$ cat config.mk
export PLATFORM = sky130hd
export DESIGN_NAME = uart_modem_status
export DESIGN_NICKNAME = d
export VERILOG_FILES = /design/src/rtl/msr_pkg.sv /design/src/rtl/msr_pin_sync.sv /design/src/rtl/msr_change_track.sv /design/src/rtl/msr_irq_gen.sv /design/src/rtl/uart_modem_status.sv
export SDC_FILE = /design/constraint.sdc
export NUM_CORES = 1
export LEC_CHECK = 0
export ABC_AREA = 1
export CORE_MARGIN = 8
export CORE_UTILIZATION = 30
export CTS_CLUSTER_SIZE = 40
export DETAILED_ROUTE_END_ITERATION = 12
export GPL_TIMING_DRIVEN = 0
export PLACE_DENSITY = 0.71
export RECOVER_POWER = 25
export SLEW_MARGIN = 40
export SYNTH_ARGS = -nofsm -noshare
export SYNTH_HDL_FRONTEND = slang
export SYNTH_SLANG_ARGS = --single-unit
$ cat constraint.sdc
create_clock -name clk -period 0.8 [get_ports clk]
set_input_delay 0.12 -clock clk [delete_from_list [all_inputs] [get_ports clk]]
set_output_delay 0.12 -clock clk [all_outputs]
set_load 0.005 [all_outputs]
$ cat src/rtl/msr_pkg.sv
package msr_pkg;
  localparam int LINES   = 4;
  localparam int IDX_CTS = 0;
  localparam int IDX_DSR = 1;
  localparam int IDX_RI  = 2;
  localparam int IDX_CD  = 3;

  typedef logic [LINES-1:0] line_vec_t;

  typedef struct packed {
    logic loop;
    logic out2;
    logic out1;
    logic rts;
    logic dtr;
  } mcr_t;

  // Loopback cross-map into status order {CD, RI, DSR, CTS}
  function automatic line_vec_t loop_map(mcr_t m);
    return {m.out2, m.out1, m.dtr, m.rts};
  endfunction
endpackage

$ cat src/rtl/msr_pin_sync.sv
module msr_pin_sync #(
  parameter int WIDTH  = 4,
  parameter int STAGES = 2
) (
  input  logic             clk,
  input  logic             rst_n,
  input  logic [WIDTH-1:0] pin_n,
  output logic [WIDTH-1:0] sync_n
);
  for (genvar b = 0; b < WIDTH; b++) begin : g_bit
    logic [STAGES-1:0] chain;
    always_ff @(posedge clk or negedge rst_n) begin
      if (!rst_n) chain <= '1;
      else        chain <= {chain[STAGES-2:0], pin_n[b]};
    end
    assign sync_n[b] = chain[STAGES-1];
  end
endmodule

$ cat src/rtl/msr_change_track.sv
module msr_change_track
  import msr_pkg::*;
(
  input  logic      clk,
  input  logic      rst_n,
  input  line_vec_t lvl_in,
  input  logic      clr,
  output line_vec_t lvl_q,
  output line_vec_t delta_q
);
  line_vec_t hit;

  for (genvar i = 0; i < LINES; i++) begin : g_det
    if (i == IDX_RI) begin : g_trail
      assign hit[i] = lvl_q[i] & ~lvl_in[i];
    end else begin : g_any
      assign hit[i] = lvl_q[i] ^ lvl_in[i];
    end
  end

  always_ff @(posedge clk or negedge rst_n) begin
    if (!rst_n) begin
      lvl_q   <= '0;
      delta_q <= '0;
    end else begin
      lvl_q   <= lvl_in;
      delta_q <= (delta_q & ~{LINES{clr}}) | hit;
    end
  end
endmodule

$ cat src/rtl/msr_irq_gen.sv
module msr_irq_gen
  import msr_pkg::*;
(
  input  line_vec_t delta,
  input  logic      ien,
  input  logic      afe,
  output logic      irq
);
  logic cts_req;
  logic other_req;

  always_comb begin
    cts_req   = delta[IDX_CTS] & ~afe;
    other_req = delta[IDX_DSR] | delta[IDX_RI] | delta[IDX_CD];
    irq       = ien & (cts_req | other_req);
  end
endmodule

$ cat src/rtl/uart_modem_status.sv
module uart_modem_status
  import msr_pkg::*;
#(
  parameter int DATA_W      = 32,
  parameter int SYNC_STAGES = 2
) (
  input  logic              clk,
  input  logic              rst_n,
  input  logic              rd_stb,
  output logic [DATA_W-1:0] rd_data,
  input  logic              cts_n,
  input  logic              dsr_n,
  input  logic              ri_n,
  input  logic              dcd_n,
  input  logic [4:0]        mcr_bits,
  input  logic              ms_irq_en,
  input  logic              autoflow_en,
  output logic              irq
);
  localparam int PAD_W = DATA_W - 2 * LINES;

  mcr_t      mcr;
  line_vec_t pins_n;
  line_vec_t pins_sync_n;
  line_vec_t live_lvl;
  line_vec_t lvl_q;
  line_vec_t delta_q;

  assign mcr    = mcr_t'(mcr_bits);
  assign pins_n = {dcd_n, ri_n, dsr_n, cts_n};

  msr_pin_sync #(.WIDTH(LINES), .STAGES(SYNC_STAGES)) u_sync (
    .clk    (clk),
    .rst_n  (rst_n),
    .pin_n  (pins_n),
    .sync_n (pins_sync_n)
  );

  assign live_lvl = mcr.loop ? loop_map(mcr) : ~pins_sync_n;

  msr_change_track u_track (
    .clk     (clk),
    .rst_n   (rst_n),
    .lvl_in  (live_lvl),
    .clr     (rd_stb),
    .lvl_q   (lvl_q),
    .delta_q (delta_q)
  );

  msr_irq_gen u_irq (
    .delta (delta_q),
    .ien   (ms_irq_en),
    .afe   (autoflow_en),
    .irq   (irq)
  );

  assign rd_data = {{PAD_W{1'b0}}, lvl_q, delta_q};
endmodule

==> impl_metrics.py, run 1 <==
metrics = {
    "run_status": {
        "run_status": "finished with violations",
        "violations": "negative hold slack, negative setup slack",
    },
    "clock_tree": {
        "numCtsBuffers": 3,
        "cts_sinks": 16,
        "cts.clk_slew.worst_paths_ns": 0.09,
        "postCtsHoldBufs": 0,
        "insertion_delay_ns": 0.27,
        "cts_root_buffer": "clkbuf_4",
        "cts_tree": "done",
        "htreeDepth": 1,
        "cts_buffer_depth": 2,
    },
    "sta": {
        "hold_viol": 8,
        "fin_skew_ns": 0.000224,
        "fmax_ghz": 0.869,
        "setup_viol": 15,
        "rsz0062_at_grt": "yes",
        "finalMaxSlewViolations": 0,
        "fin_ws_ns": -0.351,
        "worst_hold_slack_ns": -0.0852,
        "relSlewSlack": 0.440,
        "setup_tns_ns": -1.86,
        "post-route-period-util": 1.44,
        "fin_crit_ns": 1.15,
        "tightest_slew_ns": 0.840,
    },
    "floorplan": {
        "start_util": 0.319,
        "dieHeight_um": 70.4,
        "io_pins": 47,
        "die_w_um": 70.4,
        "coreArea_mm2": 0.00278,
        "die-area_mm2": 0.00496,
        "rows": 19,
    },
    "layout": {
        "final_util": 0.479,
        "nets": 162,
        "area_growth_pct": 50.0,
        "antennaDiodeCount": 0,
        "finalNonFillerCells": 177,
        "drive_gt1_frac": 0.555,
    },
    "grt": {
        "grt_util_all_layers": 0.0730,
        "antenna_found_initial": 0,
        "grt_max_degree": 17,
        "first_global_vias": 738,
        "grt_overflow_total": 0,
        "grt_pass1_wl_um": 3100,
    },
    "routing": {
        "drtAntennaViolNets": 0,
        "drcViolationCount": 0,
        "first_pass_iters": 2,
        "wire_per_inst_um": 10.5,
        "vias_per_cell": 3.83,
        "drt_iter0_markers": 2,
        "routed_wl_um": 1850,
        "vias": 678,
    },
    "synth": {
        "synthCells": 90,
        "yosys_warnings": 0,
        "synth-seq-area-share": 0.462,
        "syn-mean-instance-area_um2": 9.87,
        "synth_cell_types": 15,
        "ys_ff_latch": 16,
        "syn-cell-area_um2": 888,
    },
    "setup_path": {
        "cp_max_fo": 2,
        "worstSetupStartpoint": "u_track.delta_q[1]$_DFF_PN0_",
        "r2r_cells": 3,
        "worstReg2RegEnd": "u_track.delta_q[1]$_DFF_PN0_",
        "required_ns": 0.68,
        "cp.arrival_ns": 1.03,
        "startpoint_type": "register",
        "crit_type": "register to primary output",
        "timing.rr.start": "u_sync.g_bit[1].chain[1]$_DFF_PN1_",
        "rrSetupSlack_ns": -0.05,
        "crit_path_end_kind": "primary output",
    },
    "placement": {
        "hpwl_um": 1540,
        "gp_congestion": 0.662,
        "portBuffers": 21,
        "dpl.cell_count": 165,
    },
    "power": {
        "p_per_area_mw_per_mm2": 1410,
        "power.leakage_uw": 0.000743,
        "p_total_uw": 1870,
        "vdd_drop_max_mv": 0.865,
    },
    "run": {
        "drv_cap": 0,
    },
    "worst_hold_path": {
        "worstHoldPathType": "input port to asynchronous set/reset pin",
    },
}
logic make-up after synthesis:
| logic type | Yosys count | share of synthesized area |
|---|---|---|
| buffers and inverters | 37 | 0.275 |
| other | 1 | 0.00422 |
| and+or+nand+nor | 35 | 0.249 |
| DFF | 16 | 0.462 |
| AOI/OAI and AO/OA | 1 | 0.00986 |
flip-flops by register name, summed over array words and instances, names as in the netlist:
name,flops
u_track.delta_q,4
u_track.lvl_q,4
u_sync.g_bit.chain,8
routing by layer:
metal  vias up  track usage  routed length, um
met5         -            0                  0
met4         0       0.0201                  0
met3         0       0.0523                354
met2        41        0.123                877
met1       300       0.0693                621
li1        337            -                  -
layout make-up:
type,instances,area [um2]
fillers,275,1450
flip-flops and latches,16,410
multi-input cells,60,354
well taps,31,38.8
plain buffers,25,191
clock buffers,3,22.5
inverters,12,52.6
repair buffers,30,263
cell usage after synthesis:
cell,instances,area (um2)
nand2_2,6,37.5
nand2_4,1,11.3
nor2_1,1,3.75
inv_1,11,41.3
dfrtp_1,8,200
nand2_1,16,60.1
o21ai_2,1,8.76
nand3_2,7,70.1
inv_8,1,11.3
nand3b_2,3,33.8
buf_4,24,180
nand3_1,1,5.00
dfstp_2,8,210
conb_1,1,3.75
buf_6,1,11.3
what timing repair did:
action                                 4_1_cts  5_1_grt
pin swaps                                    8        5
resized for setup                           51        5
setup endpoints to repair                   16       24
setup buffers                                8        4
endpoints found under the hold margin        0        8
stage by stage:
step	worst slack, ns	area, um2
after global routing	-0.457	1330
after global placement	-0.568	1220
after CTS	-0.371	1320
final	-0.351	1330
after detailed placement	-0.585	1220
after floorplan	0.000401	975
how the worst max path moves through the flow:
stage                                   end  slack (ns)  depth (start not counted)
5_1_grt                                 irq       -0.46                          5
3_5_place_dp                            irq       -0.59                          7
3_3_place_gp                            irq       -0.57                          7
2_1_floorplan  u_track.delta_q[1]$_DFF_PN0_      0.0004                          4
6_report                                irq       -0.35                          5
4_1_cts                                 irq       -0.37                          5
cell usage in the layout, fill, tap and decap left out:
cell type         n
nand2_2           9
clkbuf_4          3
nand3_1           1
nand2_4           1
nand3_2           7
nand2_1          13
clkdlybuf4s50_1   7
nor2_1            1
conb_1           24
o21ai_2           1
inv_8             1
dlygate4sd3_1     4
buf_2             5
nand3b_4          3
dfrtp_1           8
buf_4            30
inv_2             5
dfstp_2           8
inv_1             6
buf_6             8
clkbuf_1          1
where the power goes:
| part | leakage [uW] | internal, uW | switching, uW |
|---|---|---|---|
| combinational | 0.000553 | 324 | 220 |
| clock | 0.0000138 | 174 | 231 |
| sequential | 0.000177 | 887 | 36.3 |
| total | 0.000743 | 1380 | 488 |
worst max-delay path: stages (launching register included):
cell	delay (ns)
dfrtp_1	0.39
nor2_1	0.10
nand3_1	0.07
nand2_1	0.06
inv_1	0.03
buf_2	0.11
No activity file was read; power rests on OpenSTA's default activity.
==> run 2: changes to the inputs <==
--- a/config.mk
+++ b/config.mk
@@ -6,8 +6,9 @@
 export NUM_CORES = 1
 export LEC_CHECK = 0
 export ABC_AREA = 1
-export CORE_MARGIN = 8
+export CORE_MARGIN = 2
 export CORE_UTILIZATION = 30
+export CTS_CLUSTER_DIAMETER = 100
 export CTS_CLUSTER_SIZE = 40
 export DETAILED_ROUTE_END_ITERATION = 12
 export GPL_TIMING_DRIVEN = 0
==> run 2 against run 1 <==
Utilization decreased by 0.36 points. The run ends with negative setup slack left. Non-clock buffer count decreased by 1. Wire length decreased by 20%. Final cell count unchanged. Critical path depth unchanged. Largest cell class unchanged. Maximum frequency decreased by 0.16%. Combinational power decreased by 6.4%. Die area decreased by 31%. Final area decreased by 0.75%. Via count decreased by 3.4%. Clock skew increased by 0.0023 ns.
==> impl_metrics.py, run 2 (synthesized netlist as in run 1, its figures left out) <==
metrics = {
    "setup_path": {
        "worstReg2RegEnd": "u_track.delta_q[3]$_DFF_PN0_",
        "startpoint_type": "register",
        "rrSetupSlack_ns": -0.05,
        "r2r_cells": 4,
        "timing.rr.start": "u_track.delta_q[3]$_DFF_PN0_",
        "required_ns": 0.68,
        "cp_max_fo": 2,
        "cp-endpoint": "irq",
        "crit_path_end_kind": "primary output",
        "crit_type": "register to primary output",
        "worstSetupStartpoint": "u_track.delta_q[1]$_DFF_PN0_",
        "cp.arrival_ns": 1.03,
    },
    "sta": {
        "tightest_slew_ns": 0.669,
        "setup_tns_ns": -1.90,
        "setup_viol": 13,
        "fin_skew_ns": 0.00248,
        "rsz0062_at_grt": "yes",
        "fin_ws_ns": -0.353,
        "post-route-period-util": 1.44,
        "relSlewSlack": 0.553,
        "fmax_ghz": 0.867,
        "finalMaxSlewViolations": 0,
        "hold_viol": 0,
        "fin_crit_ns": 1.15,
    },
    "routing": {
        "vias": 655,
        "drcViolationCount": 0,
        "vias_per_cell": 3.70,
        "wire_per_inst_um": 8.42,
        "top_layer": "met4",
        "met2_length_um": 696,
        "routed_wl_um": 1490,
        "drt_iter0_markers": 7,
        "wl_met3_um": 247,
        "first_pass_iters": 2,
        "drtAntennaViolNets": 0,
        "wl_met1_um": 526,
    },
    "floorplan": {
        "rows": 19,
        "start_util": 0.319,
        "dieHeight_um": 58.4,
        "io_pins": 47,
        "die-area_mm2": 0.00341,
        "die_w_um": 58.4,
        "coreArea_mm2": 0.00278,
    },
    "clock_tree": {
        "htreeDepth": 1,
        "insertion_delay_ns": 0.28,
        "cts_buffer_depth": 2,
        "cts_root_buffer": "clkbuf_4",
        "postCtsHoldBufs": 0,
        "numCtsBuffers": 3,
        "cts.clk_slew.worst_paths_ns": 0.09,
        "cts_sinks": 16,
        "cts_tree": "done",
    },
    "placement": {
        "portBuffers": 21,
        "gp_congestion": 0.670,
        "hpwl_um": 1150,
        "post-place-ws_ns": -0.578,
    },
    "grt": {
        "grt_max_degree": 17,
        "first_global_vias": 636,
        "grt_overflow_total": 0,
        "antenna_found_initial": 0,
        "grt_pass1_wl_um": 2480,
        "grt_util_all_layers": 0.0964,
    },
    "layout": {
        "largest_reg_flops": 8,
        "final_common_cell": "buf_4",
        "antennaDiodeCount": 0,
        "drive_gt1_frac": 0.548,
        "mostFrequentLayoutCells": "29 x buf_4, 24 x conb_1, 13 x nand2_1",
        "top_register": "u_sync.g_bit.chain",
        "area_growth_pct": 48.9,
        "nets": 161,
        "top_regs": "u_sync.g_bit.chain: 8 flops, u_track.delta_q: 4 flops, u_track.lvl_q: 4 flops",
    },
    "power": {
        "power.leakage_uw": 0.000741,
        "p_total_uw": 1950,
        "p_per_area_mw_per_mm2": 1470,
        "vdd_drop_max_mv": 0.844,
    },
    "run_status": {
        "violations": "negative setup slack",
        "run_status": "finished with violations",
    },
    "run": {
        "drv_cap": 0,
    },
    "worst_hold_path": {
        "worstHoldPathType": "input port to register",
    },
}
-- run 2: area by class of cell --
type                            count  area, um2
Buffer                             25        191
Clock buffer                        4       36.3
Fill cell                         277       1460
Inverter                           12       52.6
Multi-Input combinational cell     60        350
Sequential cell                    16        410
Tap cell                           31       38.8
Timing Repair Buffer               29        243
-- run 2: critical path: stages, from the launching register on --
cell and delay [ns]:
dfrtp_1 0.38, nor2_1 0.10, nand3_1 0.07, nand2_1 0.06
inv_1 0.03, buf_2 0.11
-- run 2: worst min-delay path by stage --
stage / startpoint / endpoint / slack [ns] / cells after the start
after global routing: mcr_bits[4] / u_track.lvl_q[0]$_DFF_PN0_ / 0.13 / 3
after CTS: mcr_bits[4] / u_track.lvl_q[3]$_DFF_PN0_ / 0.13 / 3
final: mcr_bits[4] / u_track.lvl_q[3]$_DFF_PN0_ / 0.14 / 3
after detailed placement: u_sync.g_bit[1].chain[0]$_DFF_PN1_ / u_sync.g_bit[1].chain[1]$_DFF_PN1_ / 0.35 / 0
after global placement: u_sync.g_bit[3].chain[0]$_DFF_PN1_ / u_sync.g_bit[3].chain[1]$_DFF_PN1_ / 0.35 / 0
after floorplan: rst_n / u_track.delta_q[0]$_DFF_PN0_ / -0.18 / 0
-- run 2: metrics by stage --
| stage | util | std cells | area (um2) | hold WS [ns] |
|---|---|---|---|---|
| 2_1_floorplan | - | 113 | 975 | -0.176 |
| 3_3_place_gp | 0.440 | 165 | 1220 | 0.346 |
| 3_5_place_dp | 0.440 | 165 | 1220 | 0.347 |
| 4_1_cts | 0.464 | 175 | 1290 | 0.125 |
| 5_1_grt | 0.475 | 177 | 1320 | 0.131 |
| 6_report | 0.475 | 177 | 1320 | 0.142 |
-- run 2: timing repair --
action                                  4_1_cts  5_1_grt
pin swaps                                     6        6
endpoints found under the setup margin       16       17
resized for setup                            42        9
buffers inserted                              6        5
-- run 2: report_power, final --
group	internal (uW)	switching (uW)
Clock	277	244
Sequential	886	33.2
Combinational	300	210
Total	1460	487
-- run 2: metal layers --
| layer | up-vias | global-route usage |
|---|---|---|
| met3 | 3 | 0.0396 |
| met5 | - | 0 |
| li1 | 333 | - |
| met4 | 0 | 0.0498 |
| met2 | 42 | 0.173 |
| met1 | 277 | 0.0938 |
==> run 3: changes to the inputs <==
--- a/config.mk
+++ b/config.mk
@@ -14,7 +14,7 @@
 export GPL_TIMING_DRIVEN = 0
 export PLACE_DENSITY = 0.71
 export RECOVER_POWER = 25
-export SLEW_MARGIN = 40
+export SLEW_MARGIN = 20
 export SYNTH_ARGS = -nofsm -noshare
 export SYNTH_HDL_FRONTEND = slang
 export SYNTH_SLANG_ARGS = --single-unit
==> results of run 3 <==
Final layout, timing and power as in run 2 (identical DEF).
